<file path="config.mk">
export PLATFORM = sky130hd
export DESIGN_NAME = exc_entry_ctrl
export DESIGN_NICKNAME = d
export VERILOG_FILES = /design/src/rtl/exc_entry_pkg.sv /design/src/rtl/exc_cause_decode.sv /design/src/rtl/exc_ctx_update.sv /design/src/rtl/exc_entry_ctrl.sv
export SDC_FILE = /design/constraint.sdc
export NUM_CORES = 1
export LEC_CHECK = 0
export BUFFER_PORTS_ARGS = -buffer_cell sky130_fd_sc_hd__clkbuf_2
export CORE_AREA = 2 2 258 260
export DETAILED_ROUTE_END_ITERATION = 10
export DIE_AREA = 0 0 260 262
export GPL_ROUTABILITY_DRIVEN = 0
export SKIP_CTS_REPAIR_TIMING = 1
export SLEW_MARGIN = 20
export SYNTH_ARGS = -nofsm -noshare
export SYNTH_HDL_FRONTEND = slang
export SYNTH_SLANG_ARGS = --single-unit
export TNS_END_PERCENT = 50
</file>
<file path="constraint.sdc">
create_clock -name clk -period 8.7 [get_ports clk]
set_input_delay 0.435 -clock clk [delete_from_list [all_inputs] [get_ports clk]]
set_output_delay 0.435 -clock clk [all_outputs]
set_load 0.01 [all_outputs]
</file>
<file path="src/rtl/exc_entry_pkg.sv">
package exc_entry_pkg;
  localparam int STS_PIE = 0;
  localparam int STS_U   = 1;
  localparam int STS_EH  = 2;
  localparam int STS_IH  = 3;
  localparam int MMU_WR  = 0;
  localparam int MMU_DBL = 1;

  localparam logic [4:0] CODE_IRQ     = 5'd2;
  localparam logic [4:0] CODE_TRAP    = 5'd3;
  localparam logic [4:0] CODE_ILLEGAL = 5'd5;
  localparam logic [4:0] CODE_BREAK   = 5'd7;
  localparam logic [4:0] CODE_SUPV_I  = 5'd9;
  localparam logic [4:0] CODE_SUPV_D  = 5'd11;
  localparam logic [4:0] CODE_MISS    = 5'd12;
  localparam logic [4:0] CODE_PERM_R  = 5'd13;
  localparam logic [4:0] CODE_PERM_W  = 5'd14;
  localparam logic [4:0] CODE_PERM_X  = 5'd15;

  localparam logic [2:0] SEL_STATUS  = 3'd0;
  localparam logic [2:0] SEL_ESTATUS = 3'd1;
  localparam logic [2:0] SEL_BSTATUS = 3'd2;
  localparam logic [2:0] SEL_CAUSE   = 3'd3;
  localparam logic [2:0] SEL_MMUST   = 3'd4;

  typedef enum logic [2:0] {
    CL_NONE, CL_IRQ, CL_MISS, CL_PERM, CL_SOFT, CL_BREAK
  } exc_class_e;
endpackage

</file>
<file path="src/rtl/exc_cause_decode.sv">
module exc_cause_decode
  import exc_entry_pkg::*;
#(
  parameter int CAUSE_W = 5
) (
  input  logic [CAUSE_W-1:0] cause_i,
  output exc_class_e         cls_o,
  output logic               known_o
);
  always_comb begin
    unique case (5'(cause_i))
      CODE_TRAP, CODE_ILLEGAL, CODE_SUPV_I, CODE_SUPV_D: cls_o = CL_SOFT;
      CODE_BREAK:                                        cls_o = CL_BREAK;
      CODE_MISS:                                         cls_o = CL_MISS;
      CODE_PERM_R, CODE_PERM_W, CODE_PERM_X:             cls_o = CL_PERM;
      default:                                           cls_o = CL_NONE;
    endcase
    known_o = (cls_o != CL_NONE);
  end
endmodule

</file>
<file path="src/rtl/exc_ctx_update.sv">
module exc_ctx_update
  import exc_entry_pkg::*;
#(
  parameter int DATA_W    = 32,
  parameter int CAUSE_W   = 5,
  parameter int CAUSE_LSB = 2,
  parameter int PC_STEP   = 4
) (
  input  exc_class_e         cls_i,
  input  logic [CAUSE_W-1:0] code_i,
  input  logic [DATA_W-1:0]  pc_i,
  input  logic [DATA_W-1:0]  gen_vec_i,
  input  logic [DATA_W-1:0]  miss_vec_i,
  input  logic [DATA_W-1:0]  status_q,
  input  logic [DATA_W-1:0]  estatus_q,
  input  logic [DATA_W-1:0]  bstatus_q,
  input  logic [DATA_W-1:0]  cause_q,
  input  logic [DATA_W-1:0]  mmust_q,
  input  logic [DATA_W-1:0]  ea_q,
  input  logic [DATA_W-1:0]  ba_q,
  input  logic [DATA_W-1:0]  pc_q,
  output logic [DATA_W-1:0]  status_d,
  output logic [DATA_W-1:0]  estatus_d,
  output logic [DATA_W-1:0]  bstatus_d,
  output logic [DATA_W-1:0]  cause_d,
  output logic [DATA_W-1:0]  mmust_d,
  output logic [DATA_W-1:0]  ea_d,
  output logic [DATA_W-1:0]  ba_d,
  output logic [DATA_W-1:0]  pc_d
);
  localparam logic [DATA_W-1:0] ONE        = DATA_W'(1);
  localparam logic [DATA_W-1:0] CAUSE_MASK =
    {{(DATA_W-CAUSE_W){1'b0}}, {CAUSE_W{1'b1}}} << CAUSE_LSB;
  localparam logic [DATA_W-1:0] DROP_MASK  = (ONE << STS_PIE) | (ONE << STS_U);

  logic [DATA_W-1:0] ret_addr;
  logic [DATA_W-1:0] sts_base;
  logic              in_handler;

  assign ret_addr   = pc_i + DATA_W'(PC_STEP);
  assign sts_base   = status_q & ~DROP_MASK;
  assign in_handler = status_q[STS_EH];

  always_comb begin
    status_d  = status_q;
    estatus_d = estatus_q;
    bstatus_d = bstatus_q;
    mmust_d   = mmust_q;
    ea_d      = ea_q;
    ba_d      = ba_q;
    pc_d      = pc_q;
    cause_d   = (cause_q & ~CAUSE_MASK) | ({{(DATA_W-CAUSE_W){1'b0}}, code_i} << CAUSE_LSB);
    unique case (cls_i)
      CL_IRQ: begin
        estatus_d = status_q;
        status_d  = sts_base | (ONE << STS_IH);
        ea_d      = ret_addr;
        pc_d      = gen_vec_i;
      end
      CL_MISS: begin
        status_d = sts_base | (ONE << STS_EH);
        if (!in_handler) begin
          estatus_d = status_q;
          mmust_d   = (mmust_q & ~(ONE << MMU_DBL)) | (ONE << MMU_WR);
          ea_d      = ret_addr;
          pc_d      = miss_vec_i;
        end else begin
          mmust_d = mmust_q | (ONE << MMU_DBL);
          pc_d    = gen_vec_i;
        end
      end
      CL_PERM: begin
        estatus_d = status_q;
        status_d  = sts_base | (ONE << STS_EH);
        ea_d      = ret_addr;
        pc_d      = gen_vec_i;
      end
      CL_SOFT: begin
        if (!in_handler) begin
          estatus_d = status_q;
          ea_d      = ret_addr;
        end
        status_d = sts_base | (ONE << STS_EH);
        pc_d     = gen_vec_i;
      end
      CL_BREAK: begin
        if (!in_handler) begin
          bstatus_d = status_q;
          ba_d      = ret_addr;
        end
        status_d = sts_base | (ONE << STS_EH);
        pc_d     = gen_vec_i;
      end
      default: cause_d = cause_q;
    endcase
  end
endmodule

</file>
<file path="src/rtl/exc_entry_ctrl.sv">
module exc_entry_ctrl
  import exc_entry_pkg::*;
#(
  parameter int DATA_W    = 32,
  parameter int CAUSE_W   = 5,
  parameter int CAUSE_LSB = 2,
  parameter int PC_STEP   = 4
) (
  input  logic               clk,
  input  logic               rst_n,
  input  logic               exc_req_i,
  input  logic [CAUSE_W-1:0] cause_i,
  input  logic               irq_i,
  input  logic [DATA_W-1:0]  pc_i,
  input  logic [DATA_W-1:0]  gen_vec_i,
  input  logic [DATA_W-1:0]  miss_vec_i,
  input  logic               ctl_wr_i,
  input  logic [2:0]         ctl_sel_i,
  input  logic [DATA_W-1:0]  ctl_wdata_i,
  output logic [DATA_W-1:0]  status_nx,
  output logic [DATA_W-1:0]  estatus_nx,
  output logic [DATA_W-1:0]  bstatus_nx,
  output logic [DATA_W-1:0]  cause_nx,
  output logic [DATA_W-1:0]  mmust_nx,
  output logic [DATA_W-1:0]  ea_nx,
  output logic [DATA_W-1:0]  ba_nx,
  output logic [DATA_W-1:0]  pc_nx,
  output logic [DATA_W-1:0]  status_q,
  output logic [DATA_W-1:0]  estatus_q,
  output logic [DATA_W-1:0]  bstatus_q,
  output logic [DATA_W-1:0]  cause_q,
  output logic [DATA_W-1:0]  mmust_q,
  output logic [DATA_W-1:0]  ea_q,
  output logic [DATA_W-1:0]  ba_q,
  output logic [DATA_W-1:0]  pc_q,
  output logic               abort_o
);
  localparam logic [CAUSE_W-1:0] IRQ_CODE = CAUSE_W'(CODE_IRQ);

  // reset: asserted asynchronously, released on a clock edge
  logic rst_meta_n, rst_sync_n;
  always_ff @(posedge clk or negedge rst_n) begin
    if (!rst_n) begin
      rst_meta_n <= 1'b0;
      rst_sync_n <= 1'b0;
    end else begin
      rst_meta_n <= 1'b1;
      rst_sync_n <= rst_meta_n;
    end
  end

  exc_class_e         dec_cls;
  logic               dec_known;
  exc_class_e         cls_eff;
  logic [CAUSE_W-1:0] code_eff;
  logic               take_sync, take_irq, wr_ok, abort_d, upd_en;

  exc_cause_decode #(.CAUSE_W(CAUSE_W)) u_decode (
    .cause_i (cause_i),
    .cls_o   (dec_cls),
    .known_o (dec_known)
  );

  // synchronous exception wins over the interrupt
  always_comb begin
    take_sync = exc_req_i && dec_known;
    take_irq  = !exc_req_i && irq_i && status_q[STS_PIE];
    abort_d   = exc_req_i && !dec_known;
    wr_ok     = ctl_wr_i && !exc_req_i && !take_irq;
    if (take_sync) begin
      cls_eff  = dec_cls;
      code_eff = cause_i;
    end else if (take_irq) begin
      cls_eff  = CL_IRQ;
      code_eff = IRQ_CODE;
    end else begin
      cls_eff  = CL_NONE;
      code_eff = cause_i;
    end
  end

  logic [DATA_W-1:0] st_u, est_u, bst_u, cau_u, mmu_u, ea_u, ba_u, pc_u;

  exc_ctx_update #(
    .DATA_W(DATA_W), .CAUSE_W(CAUSE_W), .CAUSE_LSB(CAUSE_LSB), .PC_STEP(PC_STEP)
  ) u_update (
    .cls_i      (cls_eff),
    .code_i     (code_eff),
    .pc_i       (pc_i),
    .gen_vec_i  (gen_vec_i),
    .miss_vec_i (miss_vec_i),
    .status_q   (status_q),
    .estatus_q  (estatus_q),
    .bstatus_q  (bstatus_q),
    .cause_q    (cause_q),
    .mmust_q    (mmust_q),
    .ea_q       (ea_q),
    .ba_q       (ba_q),
    .pc_q       (pc_q),
    .status_d   (st_u),
    .estatus_d  (est_u),
    .bstatus_d  (bst_u),
    .cause_d    (cau_u),
    .mmust_d    (mmu_u),
    .ea_d       (ea_u),
    .ba_d       (ba_u),
    .pc_d       (pc_u)
  );

  // next state: entry result, overlaid by an allowed control write
  always_comb begin
    status_nx  = st_u;
    estatus_nx = est_u;
    bstatus_nx = bst_u;
    cause_nx   = cau_u;
    mmust_nx   = mmu_u;
    ea_nx      = ea_u;
    ba_nx      = ba_u;
    pc_nx      = pc_u;
    if (wr_ok) begin
      unique case (ctl_sel_i)
        SEL_STATUS:  status_nx  = ctl_wdata_i;
        SEL_ESTATUS: estatus_nx = ctl_wdata_i;
        SEL_BSTATUS: bstatus_nx = ctl_wdata_i;
        SEL_CAUSE:   cause_nx   = ctl_wdata_i;
        SEL_MMUST:   mmust_nx   = ctl_wdata_i;
        default: ;
      endcase
    end
  end

  assign upd_en = take_sync || take_irq || wr_ok;

  always_ff @(posedge clk or negedge rst_sync_n) begin
    if (!rst_sync_n) begin
      status_q  <= '0;
      estatus_q <= '0;
      bstatus_q <= '0;
      cause_q   <= '0;
      mmust_q   <= '0;
      ea_q      <= '0;
      ba_q      <= '0;
      pc_q      <= '0;
      abort_o   <= 1'b0;
    end else begin
      abort_o <= abort_d;
      if (upd_en) begin
        status_q  <= status_nx;
        estatus_q <= estatus_nx;
        bstatus_q <= bstatus_nx;
        cause_q   <= cause_nx;
        mmust_q   <= mmust_nx;
        ea_q      <= ea_nx;
        ba_q      <= ba_nx;
        pc_q      <= pc_nx;
      end
    end
  end

  // entry leaves PIE and U clear with a handler flag set
  a_r1_status_entry: assert property (@(posedge clk) disable iff (!rst_sync_n)
    (take_sync || take_irq) |=> (!status_q[STS_PIE] && !status_q[STS_U] &&
                                 (status_q[STS_EH] || status_q[STS_IH])));
  // bits outside the cause field survive an entry
  a_r2_cause_field: assert property (@(posedge clk) disable iff (!rst_sync_n)
    (exc_req_i && dec_known) |=> (cause_q[CAUSE_LSB-1:0] == $past(cause_q[CAUSE_LSB-1:0]) &&
                                  cause_q[DATA_W-1:CAUSE_LSB+CAUSE_W] ==
                                  $past(cause_q[DATA_W-1:CAUSE_LSB+CAUSE_W])));
  // interrupt held off while PIE is clear
  a_r3_irq_gated: assert property (@(posedge clk) disable iff (!rst_sync_n)
    (irq_i && !status_q[STS_PIE] && !exc_req_i && !ctl_wr_i) |=>
      (status_q == $past(status_q) && pc_q == $past(pc_q)));
  // double miss keeps saved context and flags DBL
  a_r5_double_miss: assert property (@(posedge clk) disable iff (!rst_sync_n)
    (exc_req_i && cause_i == CAUSE_W'(CODE_MISS) && status_q[STS_EH]) |=>
      (estatus_q == $past(estatus_q) && ea_q == $past(ea_q) && mmust_q[MMU_DBL]));
  // synchronous cause beats a pending interrupt
  a_r9_sync_first: assert property (@(posedge clk) disable iff (!rst_sync_n)
    (exc_req_i && dec_known && irq_i) |=>
      (cause_q[CAUSE_LSB+CAUSE_W-1:CAUSE_LSB] != IRQ_CODE && status_q[STS_EH]));
  // unknown code aborts and freezes the registers
  a_r10_abort_freeze: assert property (@(posedge clk) disable iff (!rst_sync_n)
    (exc_req_i && !dec_known) |=>
      (abort_o && status_q == $past(status_q) && pc_q == $past(pc_q) &&
       estatus_q == $past(estatus_q) && cause_q == $past(cause_q)));
  // registers take the advertised next values on one edge
  a_r12_single_edge: assert property (@(posedge clk) disable iff (!rst_sync_n)
    (take_sync || take_irq) |=> (pc_q == $past(pc_nx) && status_q == $past(status_nx)));
endmodule

</file>
Yosys cells after proc, flatten, opt, wreduce, memory -nomap -nowiden. Memory sizes are Yosys's and may differ from the RTL's. Index checks and enable logic that the tools add are counted.

$add $sub $neg: 1. Multiply operators: 0. Divide/modulo/power cells: 0. Magnitude comparators: 0. Eq/ne operators: 9. Shifts and indexed selects: 0. Multiplexer cells: 29. Bitwise gates (word level): 1. Reduce and logical (&&, ||, !) cells: 18.

Operators with widths (number): two-way mux 32 bit (18); case mux 32 bit (2 select lines) (3); adder 32 x 3 -> 32 bit, second input constant (1); bitwise OR 32 x 7 -> 32 bit (1); equality test 3 x 2 -> 1 bit, second input constant (4); two-way mux 5 bit (2); equality test 3 bit, second input constant (3); case mux 4 bit (2 select lines) (1); OR reduction 4 bit (2); equality test 3 x 1 -> 1 bit, second input constant (2); logical AND 1 bit (6); two-way mux 3 bit (2); OR reduction 5 bit (1); two-way mux 2 bit (2); OR reduction 2 bit (2); logical NOT 1 bit (3); logical NOT 3 bit (1); nonzero test 3 bit (1); logical OR 1 bit (2); two-way mux 1 bit (1).

Register bits after elaboration: 259. Bits in latches: 0. RAM bits: 0. ROM bits: 48. Input bits: 141. Output and inout bits: 513. Logic and storage cells: 70. Memories: 1.

Memories: (name not given) (depth 16, width 3, read ports 1, clocked after Yosys merged registers in 0, write ports 0, line exc_cause_decode.sv:11) `unique case (5'(cause_i))`.

Depth between registers and ports, before layout. Gate-level depths: netlist of run 1.

Depth after elaboration: 10. Mapped depth: 9. Gate-level depth less buffers: 6.

Hierarchy. Synthesis of run 1 repeated with hierarchy kept, for this count alone.

Cells, all modules: 1976. Area total of the unflattened synthesis: 17341.6 µm².

By module, submodules not included: exc_entry_ctrl (instances 1, cells each 1380, area each 13670.6 µm², seq. area each 6481.2 µm²); exc_ctx_update (instances 1, cells each 586, area each 3599.7 µm², seq. area each 0.0 µm²); exc_cause_decode (instances 1, cells each 10, area each 71.3 µm², seq. area each 0.0 µm²).

Least setup slack after synthesis of run 1. Ideal clock, no wire load.

Path type: input -> output. Start point: input pc_i[2]. End point: output ea_nx[30]. Arrival: 2.160 ns. Data required time: 8.265 ns. Setup slack: 6.105 ns. Stages on the path: 7. Path buffers: 1. Path through: ha_1 nand3_2 or3_1 buf_2 or4b_1 xor2_1 a21oi_1.

Cells in the longest elaborated chain, start to end: 3.

RTL lines: start: declaration (line exc_entry_ctrl.sv:14) `input logic [DATA_W-1:0] pc_i,`; adder 32 x 3 -> 32 bit * (line exc_ctx_update.sv:40) `assign ret_addr = pc_i + DATA_W'(PC_STEP);`; two-way mux 32 bit (line exc_ctx_update.sv:62, exc_ctx_update.sv:79); case mux 32 bit (2 select lines) * (line exc_ctx_update.sv:53) `unique case (cls_i)`; end: declaration (line exc_entry_ctrl.sv:25) `output logic [DATA_W-1:0] ea_nx,`.

Mark *: on every way between the ends. The rest lies on a longest branch, timed or not.

Worst setup path after layout of run 1.
Start point: register status_q[0]. End point: output bstatus_nx[3].

Cells in the longest elaborated chain, start to end: 7. Elaborated cells between the ends (all ways): 9. Those cells by class: 1 x eq/ne; 5 x mux; 3 x reduce/logical.

RTL lines: start: declaration (line exc_entry_ctrl.sv:28) `output logic [DATA_W-1:0] status_q,`; start signal: assignment (line exc_entry_ctrl.sv:148) `status_q <= status_nx;`; logical AND 1 bit * (line exc_entry_ctrl.sv:67) `take_irq = !exc_req_i && irq_i && status_q[STS_PIE];`; two-way mux 1 bit (line exc_entry_ctrl.sv:73) `end else if (take_irq) begin`; two-way mux 3 bit (line exc_entry_ctrl.sv:70) `if (take_sync) begin`; equality test 3 bit (line exc_ctx_update.sv:53); two-way mux 32 bit (line exc_ctx_update.sv:53); two-way mux 32 bit (line exc_entry_ctrl.sv:121) `unique case (ctl_sel_i)`; two-way mux 32 bit * (line exc_entry_ctrl.sv:120) `if (wr_ok) begin`; end: declaration (line exc_entry_ctrl.sv:22) `output logic [DATA_W-1:0] bstatus_nx,`.

Marks and branches as above.

==> impl_metrics.toml, run 1 <==
[sta]
maxSlewHeadroom = 0.322
hold_violations = 0
rsz0062_at_grt = "no"
finClkSkew_ns = 0.0105
max_freq_mhz = 228
drv_slew = 0
setup_viol = 0
post-route-period-util = 0.503
period_needed_ns = 4.38
tns_ns = 0
max_slew.worst_pin.slew_ns = 1.02

[synth]
ys_types = 58
yosysTopAreaCell = "dfrtp_1"
yosysTopAreaCellShare = 0.503
syn_nets = 1433
yosys_warnings = 0
syn_area_um2 = 12900
synth_edf_count = 0
netlist_top_cells_count = "259 x dfrtp_1, 252 x nand2_1, 175 x mux2_2"
syn_area_per_cell_um2 = 9.99
ys_top_cells_by_area = "dfrtp_1 50%, mux2_2 15%, nand2_1 7.3%"
synth_most_common_cell = "dfrtp_1"
async_flop_share = 1.00
ys_seq_area_frac = 0.503
synth-seq-cells = 259
synth-main-ff-cell = "dfrtp_1"
synth_cells = 1291

[detailed_routing]
route.detailed.drc = 0
drtAntennaViolNets = 0
wl_um = 54100
via_count = 12600
wl_per_cell_um = 19.3
drtIter0Drc = 807
first_pass_iters = 7
vias_per_cell = 4.49

[global_route]
grtUsageMet3 = 0.0332
grt_use_met1 = 0.182
grt_max_degree = 139
grt_pass1_wl_um = 76200
top_usage_layer = "met2"
grt_pass1_vias = 11600
grt_use_met2 = 0.250
track_usage = 0.147
overflow = 0
antenna_found_initial = 1

[die]
std_cell_rows = 94
die_w_um = 260
dieArea_um2 = 68100
core_um2 = 65300
io_pins = 654
initial_core_util = 0.198
floorplan.die.height_um = 262

[cts]
root_buffer = "clkbuf_16"
numCtsBuffers = 30
clk_latency_ns = 0.58
clkSinkCount = 259
clkTransAtPathRegs_ns = 0.06
cts_tree = "yes"
cts_buffer_depth = 3
htree_levels = 1

[hold_path]
hp-class = "in2reg"

[worst_setup_path]
cp_max_fo = 80
timing.critical_path.from_type = "register"
cp.arrival_ns = 3.94
critical_path_class = "reg2out"
cp-end-kind = "output pin"
required_ns = 8.27

[status]
status = "completed"

[placement]
io_buffers = 653
dp_hpwl_um = 41100
placed_area_um2 = 17100

[finish]
drive_gt1_frac = 0.474
num-nets-final = 2050
area_delta_synth_final_pct = 40.8
finalInstanceArea_um2 = 18200

[power_and_ir_drop]
pwr_density_cell_nw_per_um2 = 259
p_int_w = 0.00302
netSwitchingPower_w = 0.00168
pwr-share-comb = 0.340
p_leak_nw = 9.19
irDropWorstVdd_mv = 0.149
clkPwrFrac = 0.294
p_seq_frac = 0.365
switching_share = 0.358

[run]
cap_violations = 0
==> per-stage QoR <==
step	setup WS [ns]	util	hold WS (ns)	total power [W]	cells
3_3_place_gp	4.66	0.261	0.226	0.00334	2739
6_report	4.32	0.278	0.0740	0.00470	2797
2_1_floorplan	0.948	-	0.139	0.00249	1291
5_1_grt	4.04	0.278	0.0589	0.00497	2796
3_5_place_dp	4.58	0.261	0.223	0.00336	2739
4_1_cts	4.25	0.278	-0.416	0.00477	2795
==> metal layers <==
layer	vias up	wire, um	part of all wire
met5	-	0	0
met4	0	1890	0.035
met3	90	4650	0.086
met2	601	26000	0.48
met1	6044	21500	0.40
li1	5822	-	-
==> path summary, 6_finish.rpt <==
path | start | to | slack [ns] | cells after the start
max | status_q[0]$_DFFE_PN0P_ | bstatus_nx[3] | 4.32 | 7
min reg2reg | rst_meta_n$_DFF_PN0_ | rst_sync_n$_DFF_PN0_ | 0.36 | 0
max in group asynchronous | rst_sync_n$_DFF_PN0_ | estatus_q[28]$_DFFE_PN0P_ | 6.88 | 1
max reg2reg | status_q[0]$_DFFE_PN0P_ | bstatus_q[3]$_DFFE_PN0P_ | 5.35 | 6
min | miss_vec_i[30] | pc_q[30]$_DFFE_PN0P_ | 0.07 | 3
min in group asynchronous | rst_n | rst_sync_n$_DFF_PN0_ | 0.19 | 2
==> critical path: stages (launching register included) <==
cell and delay, ns:
dfrtp_1 0.43, and3b_1 0.36, a31oi_2 0.38, or3b_4 0.86
buf_4 0.68, mux2i_1 0.29, o21ai_0 0.11, clkbuf_2 0.16
==> cells in the final DEF, fill, tap and decap left out, drive strengths merged, types with 8 or more instances in the layout <==
| master | n |
|---|---|
| xor2 | 11 |
| clkbuf | 695 |
| a31oi | 60 |
| dfrtp | 259 |
| a22oi | 32 |
| clkinv | 9 |
| nor2 | 74 |
| buf | 18 |
| o21ai | 136 |
| inv | 8 |
| mux2i | 33 |
| mux2 | 178 |
| nand3 | 12 |
| nor3 | 8 |
| a21oi | 67 |
| nand2 | 252 |
| xnor2 | 18 |
==> power groups by stage <==
stage	Clock (W)	Sequential (W)	Combinational (W)
after global routing	0.00147	0.00176	0.00175
after floorplan	0	0.00181	0.000676
after detailed placement	0	0.00174	0.00162
final	0.00138	0.00172	0.00160
after CTS	0.00143	0.00172	0.00163
after global placement	0	0.00173	0.00161
==> area by class of cell <==
type                            count  area (um2)
Fill cell                        6998       47100
Sequential cell                   259        6480
Multi-Input combinational cell    937        6050
Timing Repair Buffer              672        3430
Tap cell                          864        1080
Clock buffer                       42         887
Clock inverter                     14         195
Inverter                            8        30.0
Antenna cell                        1        2.50
==> sequential cells by signal, summed over array words and instances, names as in the netlist <==
name,count
abort_o,1
ba_q,32
bstatus_q,32
cause_q,32
ea_q,32
estatus_q,32
mmust_q,32
pc_q,32
rst_meta_n,1
rst_sync_n,1
status_q,32
==> cells by family (layout without fill, tap and decap cells) <==
group	count (synthesis)	in the layout	synth area share
compound gates	313	313	0.138
xor+xnor	29	29	0.0197
fa+ha+maj	2	2	0.00175
buf+inv	95	736	0.0333
flops	259	259	0.503
mux	211	211	0.181
other cells	1	2	0.000291
simple gates	381	381	0.123
Note: power is estimated with default switching activity, not from simulation.
==> run 2: changes to the inputs <==
==> constraint.sdc (replaced) <==
create_clock -name clk -period 3.86 [get_ports clk]
set_input_delay 0.193 -clock clk [delete_from_list [all_inputs] [get_ports clk]]
set_output_delay 0.193 -clock clk [all_outputs]
set_load 0.01 [all_outputs]
==> run 2 against run 1 <==
  * Clock power rose by 120%
  * Sequential share of layout area fell by 1.9 points
  * Via count rose by 3.3%
  * Clock skew rose by 0.016 ns
==> impl_metrics.toml, run 2 (same netlist as run 1, synthesis figures left out) <==
[status]
status = "completed"

[worst_setup_path]
crit_path_start = "status_q[0]$_DFFE_PN0P_"
r2r-end = "bstatus_q[25]$_DFFE_PN0P_"
cp-end-kind = "output pin"
path_cells = "and3b_1 > a31oi_2 > or3b_4 > buf_12 > mux2i_1 > o21ai_1 > clkbuf_2"
reg2reg_from = "status_q[0]$_DFFE_PN0P_"
critPathMaxStageDelay_ns = 0.55
cp.arrival_ns = 3.38
required_ns = 3.67
critical_path_class = "reg2out"
cp_max_fo = 104
critical-path-slowest-cell = "or3b_4"
rr_worst_depth = 6
path_buf_inv = 2
timing.critical_path.from_type = "register"
r2r_setup_slack_ns = 1.08
worst-path-stages = 7
critPathTopFamily = "simple AND/OR/NAND/NOR gates"
crit_end = "bstatus_nx[25]"

[finish]
layout_commonest_cell = "clkbuf_2"
area_delta_synth_final_pct = 48.6
stdcell_count = 2897
final_cell_mix = "653 x clkbuf_2, 258 x dfrtp_1, 252 x nand2_1"
num-nets-final = 2149
drive_gt1_frac = 0.456
fin_util = 0.294

[detailed_routing]
wl_um = 54800
drtAntennaViolNets = 0
via_count = 13000
first_pass_iters = 6
vias_per_cell = 4.48
wl_per_cell_um = 18.9
route.detailed.drc = 0
drtIter0Drc = 786

[die]
die_w_um = 260
initial_core_util = 0.198
floorplan.die.height_um = 262
std_cell_rows = 94
dieArea_um2 = 68100
core_um2 = 65300
io_pins = 654

[sta]
post-route-period-util = 0.926
hold_violations = 0
whs_ns = 0.0126
finClkSkew_ns = 0.0264
setup_viol = 0
max_slew.worst_pin.slew_ns = 0.971
tns_ns = 0
drv_slew = 0
period_needed_ns = 3.57
max_freq_mhz = 280
rsz0062_at_grt = "no"
maxSlewHeadroom = 0.353

[global_route]
grt_pass1_wl_um = 75200
grt_pass1_vias = 11500
antenna_found_initial = 1
grt_max_degree = 105
track_usage = 0.146
overflow = 0

[cts]
cts_buffer_depth = 3
clk_latency_ns = 0.59
clkSinkCount = 259
root_buffer = "clkbuf_16"
htree_levels = 1
numCtsBuffers = 30
clkTransAtPathRegs_ns = 0.06
cts_tree = "yes"

[power_and_ir_drop]
irDropWorstVdd_mv = 0.383
p_leak_nw = 9.65
pwr_density_cell_nw_per_um2 = 560

[placement]
dp_hpwl_um = 41800
io_buffers = 653
dp_cells = 2753

[run]
cap_violations = 0

[hold_path]
hp-class = "in2reg"
-- run 2: cell types whose count changed in the layout (fill, tap and decap cells not counted), moves of 3 or more --
cell,delta
clkinv_2,-5
clkbuf_1,+3
buf_4,+8
dlygate4sd3_1,+85
buf_12,+6
clkbuf_8,+4
-- run 2: worst min path at each step --
stage                    start                 endpoint  slack (ns)  cells after the start
2_1_floorplan            rst_n     rst_meta_n$_DFF_PN0_       -0.10                      0
3_3_place_gp             rst_n     rst_meta_n$_DFF_PN0_       -0.02                      1
3_5_place_dp             rst_n     rst_meta_n$_DFF_PN0_       -0.01                      1
4_1_cts                  rst_n     rst_sync_n$_DFF_PN0_       -0.63                      1
5_1_grt        ctl_wdata_i[15]  cause_q[15]$_DFFE_PN0P_       0.006                      2
6_report       ctl_wdata_i[15]  cause_q[15]$_DFFE_PN0P_        0.01                      2
-- run 2: worst reg2reg max path: cells and delay by family (launching register included) --
family / cells / cell delay, ns
DFF: 1 / 0.43
AOI/OAI and AO/OA: 2 / 0.46
buffers and inverters: 1 / 0.35
and+or+nand+nor: 2 / 0.91
muxes: 1 / 0.50
-- run 2: final cells by class --
class / count / area [um2]
well taps: 864 / 1080
clock buffers: 49 / 953
repair buffers: 771 / 4460
diodes: 2 / 5.00
fillers: 6831 / 46100
flip-flops and latches: 259 / 6480
inverters: 8 / 30.0
multi-input cells: 937 / 6050
clock inverters: 7 / 110
-- run 2: metrics by stage --
stage	total power (W)	area (um2)	setup slack, ns
2_1_floorplan	0.00561	12900	1.26
6_report	0.0107	19200	0.285
3_3_place_gp	0.00759	17200	0.891
4_1_cts	0.0107	18300	0.224
5_1_grt	0.0114	19200	0.0818
3_5_place_dp	0.00761	17200	0.829
-- run 2: metal layers --
| metal | routed length (um) | track usage |
|---|---|---|
| met5 | 0 | 0 |
| met4 | 1770 | 0.0511 |
| met3 | 4600 | 0.0385 |
| met2 | 26400 | 0.245 |
| met1 | 22000 | 0.181 |
-- run 2: report_power, final --
part / internal [W] / switching (W)
logic: 0.00169 / 0.00212
registers: 0.00334 / 0.000540
clock network: 0.00187 / 0.00118
total: 0.00690 / 0.00384
==> run 3: changes to the inputs <==
--- a/config.mk
+++ b/config.mk
@@ -10,6 +10,7 @@
 export DETAILED_ROUTE_END_ITERATION = 10
 export DIE_AREA = 0 0 260 262
 export GPL_ROUTABILITY_DRIVEN = 0
+export RECOVER_POWER = 50
 export SKIP_CTS_REPAIR_TIMING = 1
 export SLEW_MARGIN = 20
 export SYNTH_ARGS = -nofsm -noshare
==> run 3 against run 2 <==
  * The flow now finishes with violations (max-capacitance violations, max-slew violations)
  * Final cell count is essentially flat
  * Setup slack gained 0.0072 ns
  * Fmax grew 0.20%
  * Critical path type unchanged
==> impl_metrics.toml, run 3 (same netlist as run 1, synthesis figures left out) <==
[status]
status = "finished with violations"
violations = "max-capacitance violations, max-slew violations"

[die]
io_pins = 654
initial_core_util = 0.198
floorplan.die.height_um = 262
die_w_um = 260
std_cell_rows = 94
core_um2 = 65300
dieArea_um2 = 68100

[worst_setup_path]
reg2reg_from = "rst_sync_n$_DFF_PN0_"
required_ns = 3.67
critical_path_class = "reg2out"
cp-end-kind = "output pin"
crit_path_start = "status_q[0]$_DFFE_PN0P_"
cp.arrival_ns = 3.37
timing.critical_path.from_type = "register"
cp_max_fo = 104

[hold_path]
hp-class = "in2reg"
hold_path.startpoint = "ctl_wdata_i[15]"

[power_and_ir_drop]
irDropWorstVdd_mv = 0.377
pwr_density_cell_nw_per_um2 = 562
fin_total_pwr_w = 0.0106
p_leak_nw = 8.82

[global_route]
antenna_found_initial = 1
overflow = 0
track_usage = 0.146
grt_max_degree = 105
grt_pass1_vias = 11500
grt_pass1_wl_um = 75200

[cts]
cts_buffer_depth = 3
root_buffer = "clkbuf_16"
clk_latency_ns = 0.59
clkSinkCount = 259
htree_levels = 1
clkTransAtPathRegs_ns = 0.06
cts_tree = "yes"
numCtsBuffers = 30

[sta]
hold_violations = 0
drv_slew = 57
maxSlewHeadroom = -0.673
max_slew.worst_pin.slew_ns = 2.51
max_freq_mhz = 280
post-route-period-util = 0.924
tns_ns = 0
rsz0062_at_grt = "no"
finClkSkew_ns = 0.0256
period_needed_ns = 3.57
setup_viol = 0

[detailed_routing]
first_pass_iters = 6
via_count = 13000
wl_um = 55100
route.detailed.drc = 0
wl_per_cell_um = 19.0
drtIter0Drc = 897
drtAntennaViolNets = 0
vias_per_cell = 4.49

[finish]
num-nets-final = 2149
multi_input_area_um2 = 6050
final_cell_mix = "400 x clkbuf_2, 268 x clkbuf_1, 259 x dfrtp_1"
n_fill_cell = 6983
drive_gt1_frac = 0.327
seq_area_um2 = 6480
area_delta_synth_final_pct = 45.7
finalInstanceArea_um2 = 18800
layout_commonest_cell = "clkbuf_2"

[placement]
io_buffers = 653
placed_area_um2 = 17200
dp_hpwl_um = 41800

[run]
cap_violations = 1
[run 3: path summary, 6_finish.rpt]
path	slack, ns	endpoint	cells after the start
max in group asynchronous	0.68	ea_q[11]$_DFFE_PN0P_	1
worst max register to register	0.68	ea_q[11]$_DFFE_PN0P_	1
worst max-delay path	0.29	bstatus_nx[25]	7
worst min-delay path	0.01	cause_q[15]$_DFFE_PN0P_	2
min in group asynchronous	0.49	rst_meta_n$_DFF_PN0_	3
worst min register to register	0.37	rst_sync_n$_DFF_PN0_	0
[run 3: final cells by class]
type / count / area share
sequential: 259 / 0.345
multi-input combinational: 937 / 0.322
timing repair buffer: 771 / 0.217
tap: 864 / 0.0575
clock buffer: 49 / 0.0507
clock inverter: 7 / 0.00586
inverter: 8 / 0.00160
antenna: 1 / 0.000133
[run 3: where the power goes]
part	internal, W	switching [W]
clock network	0.00187	0.00117
registers	0.00334	0.000532
logic	0.00152	0.00213
[run 3: per-layer routing]
| metal | global-route usage | part of all wire | up-vias |
|---|---|---|---|
| li1 | - | - | 6021 |
| met1 | 0.181 | 0.40 | 6322 |
| met2 | 0.245 | 0.48 | 569 |
| met3 | 0.0385 | 0.085 | 86 |
| met4 | 0.0511 | 0.033 | 0 |
| met5 | 0 | 0 | - |
[run 3: critical path: stages (launching register included)]
cell,delay (ns)
dfrtp_1,0.43
and3b_1,0.36
a31oi_2,0.37
or3b_4,0.55
buf_12,0.35
mux2i_1,0.31
o21ai_1,0.08
clkbuf_2,0.15
[run 3: metrics by stage]
stage | hold WS [ns] | utilization | std cells | worst slack, ns
6_report | 0.0140 | 0.288 | 2896 | 0.293
5_1_grt | 0.00596 | 0.288 | 2895 | 0.0890
4_1_cts | -0.627 | 0.280 | 2809 | 0.224
3_5_place_dp | -0.0108 | 0.264 | 2753 | 0.829
3_3_place_gp | -0.0184 | 0.264 | 2753 | 0.891
2_1_floorplan | -0.103 | - | 1291 | 1.26
